===== src/rtl/rd_lat_start_calc.sv =====
module rd_lat_start_calc #(
  parameter int DW = 16
) (
  input  logic          clk,
  input  logic          rst_n,
  input  logic          start,
  input  logic [3:0]    cas_code,
  input  logic          dimm_unbuf,
  input  logic          setup_addr,
  input  logic          setup_cs,
  input  logic          setup_cke,
  input  logic [3:0]    rdptr_code,
  input  logic [7:0]    rcven_dly,
  input  logic [2:0]    mclk_code,
  input  logic [4:0]    nb_fid,
  output logic          done,
  output logic [DW-1:0] start_lat,
  output logic [DW-1:0] margin
);
  localparam int CW = (DW > 1) ? $clog2(DW) : 1;
  localparam int FW = 21;

  typedef enum logic [1:0] {S_IDLE, S_LOAD, S_STEP, S_FIN} st_t;
  st_t st;

  logic [FW-1:0] cfg_q;
  logic [1:0]    ph;
  logic [CW-1:0] cnt;
  logic [DW-1:0] quo, rem, q_lat, q_mar, dvd, dvs;
  logic          bump_lat, bump_mar;
  logic          busy;

  logic [3:0] c_cas, c_rdp;
  logic       c_unbuf, c_set;
  logic [2:0] c_rcv, c_m;
  logic [4:0] c_fid;
  assign {c_cas, c_unbuf, c_set, c_rdp, c_rcv, c_m, c_fid} = cfg_q;

  logic [6:0]  half_sub, nbfac;
  logic [7:0]  quarter;
  logic [3:0]  mfac;
  logic [14:0] prod;

  assign half_sub = ({3'b0, c_cas} + 7'd1) * 7'd2
                  + (c_unbuf ? 7'd0 : 7'd2)
                  + (c_set ? 7'd2 : 7'd1)
                  + 7'd8 - {3'b0, c_rdp}
                  + {4'b0, c_rcv};
  assign quarter  = {half_sub, 1'b0};
  assign mfac     = (c_m >= 3'd3) ? {c_m, 1'b0} : {1'b0, c_m} + 4'd3;
  assign nbfac    = ({2'b0, c_fid} + 7'd4) * 7'd3;
  assign prod     = {8'b0, nbfac} * {7'b0, quarter};
  assign dvs      = DW'({mfac, 2'b00});
  assign busy     = (st != S_IDLE);

  always_comb begin
    case (ph)
      2'd0:    dvd = DW'(prod);
      2'd1:    dvd = q_lat;
      2'd2:    dvd = DW'({nbfac, 2'b00});
      default: dvd = q_mar;
    endcase
  end

  logic [DW:0]   diff;
  logic          qbit;
  logic [DW-1:0] nq, nr;
  assign diff = {rem, quo[DW-1]} - {1'b0, dvs};
  assign qbit = ~diff[DW];
  assign nq   = {quo[DW-2:0], qbit};
  assign nr   = qbit ? diff[DW-1:0] : {rem[DW-2:0], quo[DW-1]};

  always_ff @(posedge clk or negedge rst_n) begin
    if (!rst_n) begin
      st        <= S_IDLE;
      cfg_q     <= '0;
      ph        <= '0;
      cnt       <= '0;
      quo       <= '0;
      rem       <= '0;
      q_lat     <= '0;
      q_mar     <= '0;
      bump_lat  <= 1'b0;
      bump_mar  <= 1'b0;
      done      <= 1'b0;
      start_lat <= '0;
      margin    <= '0;
    end else begin
      done <= 1'b0;
      case (st)
        S_IDLE: if (start) begin
          cfg_q <= {cas_code, dimm_unbuf, setup_addr | setup_cs | setup_cke,
                    rdptr_code, rcven_dly[7:5], mclk_code, nb_fid};
          ph    <= 2'd0;
          st    <= S_LOAD;
        end
        S_LOAD: begin
          quo <= dvd;
          rem <= '0;
          cnt <= '0;
          st  <= S_STEP;
        end
        S_STEP: begin
          quo <= nq;
          rem <= nr;
          cnt <= cnt + 1'b1;
          if (cnt == CW'(DW-1)) begin
            case (ph)
              2'd0:    q_lat    <= nq;
              2'd1:    bump_lat <= (nr != '0);
              2'd2:    q_mar    <= nq;
              default: bump_mar <= (nr != '0);
            endcase
            ph <= ph + 2'd1;
            st <= (ph == 2'd3) ? S_FIN : S_LOAD;
          end
        end
        default: begin
          start_lat <= q_lat + {{(DW-1){1'b0}}, bump_lat};
          margin    <= q_mar + {{(DW-1){1'b0}}, bump_mar} + {{(DW-1){1'b0}}, 1'b1};
          done      <= 1'b1;
          st        <= S_IDLE;
        end
      endcase
    end
  end
endmodule


===== config.mk =====
export PLATFORM = sky130hd
export DESIGN_NAME = rd_lat_start_calc
export DESIGN_NICKNAME = d
export VERILOG_FILES = /design/src/rtl/rd_lat_start_calc.sv
export SDC_FILE = /design/constraint.sdc
export NUM_CORES = 1
export LEC_CHECK = 0
export ABC_AREA = 1
export BUFFER_PORTS_ARGS = -buffer_cell sky130_fd_sc_hd__buf_2
export CORE_ASPECT_RATIO = 1.25
export CORE_UTILIZATION = 30
export DETAILED_ROUTE_END_ITERATION = 10
export PLACE_DENSITY = 0.47
export SLEW_MARGIN = 30
export SYNTH_ARGS = -nofsm -noshare
export SYNTH_HDL_FRONTEND = slang
export SYNTH_SLANG_ARGS = --single-unit

===== constraint.sdc =====
create_clock -name clk -period 8.7 [get_ports clk]
set_input_delay 0.435 -clock clk [delete_from_list [all_inputs] [get_ports clk]]
set_output_delay 0.435 -clock clk [all_outputs]
set_load 0.02 [all_outputs]

==> results of run 1 <==
## kinds of logic after synthesis
| logic type | Yosys count | synth area share, % |
|---|---|---|
| AND/OR/NAND/NOR | 494 | 23.3 |
| XOR/XNOR | 37 | 3.64 |
| adder cells (fa/ha/maj) | 101 | 16.8 |
| AO/OA/AOI/OAI | 182 | 11.7 |
| buffers and inverters | 194 | 8.46 |
| flip-flops | 128 | 36.0 |
## per-stage QoR
step / hold WS, ns / cells
after floorplan: 0.139 / 1136
after global placement: 0.450 / 1570
after detailed placement: 0.453 / 1570
after CTS: 0.169 / 1603
after global routing: 0.176 / 1603
final: 0.181 / 1603
## final cells by class
| class | instances | area, um2 |
|---|---|---|
| Fill cell | 3132 | 18900 |
| Multi-Input combinational cell | 814 | 4940 |
| Clock inverter | 15 | 193 |
| Clock buffer | 17 | 425 |
| Inverter | 166 | 623 |
| Timing Repair Buffer | 67 | 370 |
| Tap cell | 396 | 495 |
| Sequential cell | 128 | 3200 |
## per-layer routing
| layer | wire length [um] | up-vias | track usage [%] |
|---|---|---|---|
| met1 | 10300 | 3338 | 20.1 |
| met4 | 217 | 0 | 3.81 |
| met3 | 761 | 16 | 2.70 |
| li1 | - | 3761 | - |
| met5 | 0 | - | 0 |
| met2 | 9800 | 121 | 25.5 |
## flip-flops by register name, indices dropped and copies added, names as in the netlist
| name | cells |
|---|---|
| rem | 16 |
| cfg_q | 21 |
| bump_lat | 1 |
| q_mar | 16 |
| margin | 16 |
| cnt | 4 |
| quo | 16 |
| st | 2 |
| ph | 2 |
| done | 1 |
| start_lat | 16 |
| q_lat | 16 |
| bump_mar | 1 |
## worst register-to-register path: cells and delay by family, from the launching register on
family                   cells  cell delay [ns]
XOR/XNOR                     1             0.46
AO/OA/AOI/OAI                6             0.94
buffers and inverters        6             0.35
AND/OR/NAND/NOR              8             0.78
adder cells (fa/ha/maj)      9             3.76
flip-flops                   1             0.43
## placed cells by master, fill, tap and decap left out, types with 2 or more instances in the layout
master,instances
nor2_2,6
fa_1,31
clkinv_1,2
o21bai_1,5
ha_1,70
nor2_4,2
clkbuf_16,17
a221oi_1,6
inv_6,5
or2_2,5
o21ai_0,93
buf_2,57
inv_1,164
nand2_4,2
o211ai_1,5
nand3_1,39
xnor2_1,8
nand2_1,325
xor2_1,29
dfrtp_1,128
o31ai_1,3
nand4_1,6
a21oi_1,30
buf_4,7
nand2_2,11
nor3_2,4
a21o_1,2
o21ai_1,2
inv_8,5
nor4_1,3
buf_6,2
nor2_1,85
o22ai_1,23
o221ai_1,8
bufinv_16,2
## worst paths after layout
check,startpoint,end,slack (ns),depth (start not counted)
max reg2reg,cfg_q[17]$_DFFE_PN0P_,quo[11]$_DFFE_PN0P_,1.83,30
max,cfg_q[17]$_DFFE_PN0P_,quo[11]$_DFFE_PN0P_,1.83,30
min,nb_fid[4],cfg_q[4]$_DFFE_PN0P_,0.18,3
min reg2reg,start_lat[1]$_DFFE_PN0P_,start_lat[1]$_DFFE_PN0P_,0.47,2
min in group asynchronous,rst_n,rem[5]$_DFFE_PN0P_,0.54,2
max in group asynchronous,rst_n,quo[14]$_DFFE_PN0P_,7.09,3
==> out/qor.txt, run 1 <==
top_reg_cell synth -> dfrtp_1
post-synthesis sequential area ratio -> 36.0%
top-count cell post-synth -> nand2_1
# setup viols final -> 0
Die Area -> 0.0303 mm2
Syn. warnings -> 0
dpl ws -> 1.77 ns
DR WL/cell -> 13.2 um
CP Capture Type -> flop
hold crit path type -> input port to flop
# Post-CTS Setup Buffers -> 0
Final WS setup -> 1.83 ns
DP Wirelength -> 16.0 mm
Mapped Cells -> 1136
Worst path max stage delay -> 0.54 ns
grt ovf -> 0
port bufs -> 58
Hold Violations, Final -> 0
unrepaired setup endpoints after global routing -> no
Max Clock Freq -> 145 MHz
CTS buffer count -> 17
status -> complete, no violations
max-slew violation count -> 0
startpoint types -> flop
placed standard-cell area -> 0.00962 mm2
Die X -> 156 um
CTS Hold Bufs -> 1
H-tree depth -> 4
share of the synthesized area in the top cell type -> 36.0%
final-stage net count -> 1326
CTS Root Cell -> clkbuf_16
routed vias/inst -> 4.51
ys async rst share -> 100%
Diodes inserted -> 0
crit path max fanout -> 6
layout cells sized above 1 -> 10.9%
post-synth top area cell -> dfrtp_1
required time worst endpoint -> 9.01 ns
gpl congestion -> 0.828
critical path's slowest cell -> fa_1
Max Cap Viol -> 0
top post-synthesis cells by area -> dfrtp_1 36%, nand2_1 14%, ha_1 9.9%, fa_1 7.0%, inv_1 6.9%
core footprint -> 0.0292 mm2
DR iter-0 viols -> 389
final wirelength -> 21.1 mm
Core Util, Final -> 35.1%
Worst Tran Pin Value -> 0.807 ns
latest clock arrival within the worst-skew pair -> 0.44 ns
global-route wire length before repair -> 36.6 mm
Post-Syn Area -> 0.00889 mm2
Die H -> 194 um
GRT Util Overall -> 15.2%
vias -> 7236
Pre-Repair DR Iteration Count -> 4
syn_nets -> 1268
Antenna Nets Post-Route -> 0
area grow syn2layout -> 15.3%
critical setup path kind -> flop to flop
CTS max path bufs -> 2
post-CTS sizing -> 0
Synth top cells by count -> 326 x nand2_1, 164 x inv_1, 128 x dfrtp_1, 93 x o21ai_0, 85 x nor2_1
num rows -> 70
DRC viols -> 0
Distinct cells, synth -> 43
#FFs+latches synth -> 128
number of synthesized flops with an enable pin -> 0
initial core utilization -> 30.5%
Design Area, Final -> 0.0102 mm2
vias in the first global route -> 7296
mean post-synth cell area -> 7.83 um2
antenna violations before repair -> 0
Buf+Inv Stages, Crit Path -> 6
clock-pin slew on the worst setup and hold paths -> 0.07 ns
largest net degree at the start of global routing -> 72
Clock Sinks -> 128
I/O pin total -> 64
CTS tree -> yes
Crit path arrival time -> 7.18 ns
skew final -> 0.0137 ns
Tcrit/Tclk final -> 79.0%
delay-heaviest family, CP -> adder cells
Setup TNS Final -> 0 ns
Slew HR -> 46.1%
fin crit period -> 6.87 ns
Power of run 1 is left out: the tool's default activity adds up to more than one toggle a clock period on the data nets, which glitch-free logic cannot reach.
==> inputs of run 2 (changes only) <==
clock period = 6.5 ns   (was 8.7 ns; I/O delays follow)
==> run 2 against run 1 <==
Cell count is 1.9% higher. Hold slack lost 0.096 ns. Non-clock buffer count is 31 higher.
==> out/qor.txt, run 2 (synthesized netlist as in run 1, its figures left out) <==
filler instances -> 3114 (-0.57%)
unrepaired setup endpoints after global routing -> no
Most flops, register -> cfg_q
Hold Violations, Final -> 0 (unchanged)
global-route wire length before repair -> 36.4 mm (-0.45%)
CTS tree -> yes
leading cell type in the layout, fill and taps excluded -> nand2_1
Core Util, Final -> 36.1% (+1.0 points)
port bufs -> 58 (unchanged)
I/O pin total -> 64 (unchanged)
DR iter-0 viols -> 347 (-11%)
critical setup path kind -> flop to flop
max-slew violation count -> 0 (unchanged)
Antenna Nets Post-Route -> 0 (unchanged)
Diodes inserted -> 0 (unchanged)
fin crit period -> 6.11 ns (-0.764 ns)
crit path max fanout -> 4 (-2)
hold crit path type -> input port to flop
skew final -> 0.00911 ns (-0.00459 ns)
CTS Root Cell -> clkbuf_16
Tcrit/Tclk final -> 94.0% (+15 points)
commonest non-fill, non-tap cells in the layout -> 322 x nand2_1, 160 x inv_1, 128 x dfrtp_1
H-tree depth -> 4 (unchanged)
Critical Path Most Common Cell -> fa_1
vias in the first global route -> 7272 (-0.33%)
Die H -> 194 um (unchanged)
vias -> 7254 (+0.25%)
grt ovf -> 0 (unchanged)
antenna violations before repair -> 0 (unchanged)
critical path's slowest cell -> fa_1
Clock Sinks -> 128 (unchanged)
initial core utilization -> 30.5% (unchanged)
gpl congestion -> 0.816 (-1.5%)
CTS max path bufs -> 2 (unchanged)
Die X -> 156 um (unchanged)
Crit path arrival time -> 6.42 ns (-0.76 ns)
largest net degree at the start of global routing -> 74 (+2.8%)
max FFs per register -> 21 (unchanged)
required time worst endpoint -> 6.81 ns (-2.20 ns)
DRC viols -> 0 (unchanged)
final wirelength -> 21.1 mm (+0.29%)
clock-pin slew on the worst setup and hold paths -> 0.07 ns (about the same)
Slew HR -> 46.5% (+0.46 points)
DP Wirelength -> 16.1 mm (+0.87%)
final-stage net count -> 1357 (+2.3%)
DR WL/cell -> 12.9 um (-1.6%)
CTS buffer count -> 17 (unchanged)
status -> complete, no violations
register area -> 0.00320 mm2 (unchanged)
startpoint types -> flop
num rows -> 70 (unchanged)
Worst Tran Pin Value -> 0.802 ns (-0.00500 ns)
layout cells sized above 1 -> 14.6% (+3.8 points)
GRT Util Overall -> 15.1% (-0.085 points)
Max Cap Viol -> 0 (unchanged)
area grow syn2layout -> 18.5%
Die Area -> 0.0303 mm2 (unchanged)
# setup viols final -> 0 (unchanged)
routed vias/inst -> 4.44 (-1.7%)
Pre-Repair DR Iteration Count -> 4 (unchanged)
Worst path max stage delay -> 0.53 ns (about the same)
core footprint -> 0.0292 mm2 (unchanged)
CP Capture Type -> flop
Max Clock Freq -> 164 MHz (+12%)
latest clock arrival within the worst-skew pair -> 0.43 ns (about the same)
area taken by multi-input logic gates -> 0.00502 mm2 (+1.6%)
run 2: changes by cell type in the layout (fill, tap and decap cells not counted), moves of 4 or more:
cell | previous run | this run
inv_1 | 164 | 160
o21ai_0 | 93 | 89
ha_1 | 70 | 66
buf_4 | 7 | 38
inv_2 | 0 | 4
run 2: worst paths after layout:
| kind | start | slack [ns] | cells past startpoint | endpoint |
|---|---|---|---|---|
| worst max-delay path | cfg_q[11]$_DFFE_PN0P_ | 0.39 | 32 | quo[12]$_DFFE_PN0P_ |
| worst min-delay path | cas_code[3] | 0.08 | 3 | cfg_q[20]$_DFFE_PN0P_ |
| worst max register to register | cfg_q[11]$_DFFE_PN0P_ | 0.39 | 32 | quo[12]$_DFFE_PN0P_ |
| worst min register to register | start_lat[1]$_DFFE_PN0P_ | 0.46 | 2 | start_lat[1]$_DFFE_PN0P_ |
| max in group asynchronous | rst_n | 5.04 | 3 | cfg_q[6]$_DFFE_PN0P_ |
| min in group asynchronous | rst_n | 0.43 | 2 | start_lat[1]$_DFFE_PN0P_ |
run 2: critical path: cells and delay by family, from the launching register on:
family / cells / cell delay, ns
DFF: 1 / 0.39
and+or+nand+nor: 12 / 1.19
buffers and inverters: 6 / 0.32
AOI/OAI and AO/OA: 4 / 0.34
xor gates and xnor gates: 1 / 0.17
adders and majority gates: 9 / 3.58
run 2: cell type report:
cell class / count / share of cell area [%]
multi-input cells: 814 / 47.6
well taps: 396 / 4.70
flip-flops and latches: 128 / 30.4
repair buffers: 98 / 5.72
inverters: 166 / 5.91
clock buffers: 17 / 4.04
clock inverters: 15 / 1.65
run 2: metrics by stage:
step | TNS (ns) | cells | worst slack (ns) | cell area, um2 | hold WS (ns)
finish | 0 | 1634 | 0.389 | 10500 | 0.0847
global route | 0 | 1634 | 0.00144 | 10500 | 0.0713
CTS | 0 | 1629 | 0.0301 | 10400 | 0.0557
detailed placement | -0.397 | 1595 | -0.138 | 9810 | 0.320
global placement | -0.130 | 1595 | -0.0504 | 9800 | 0.324
floorplan | 0 | 1136 | 0.0488 | 8890 | 0.0294
run 2: what timing repair did:
action,4_1_cts,5_1_grt
hold endpoints to repair,55,0
gates cloned,0,0
buffers inserted,1,5
resized for setup,3,22
hold buffers,1,0
setup endpoints to repair,5,8
pin swaps,2,14
run 2: per-layer routing:
metal	track usage, %	wire length, um
met5	0	0
met4	4.83	272
met3	2.45	416
met2	25.3	9940
met1	19.8	10500
Power of run 2 is left out for the same reason.
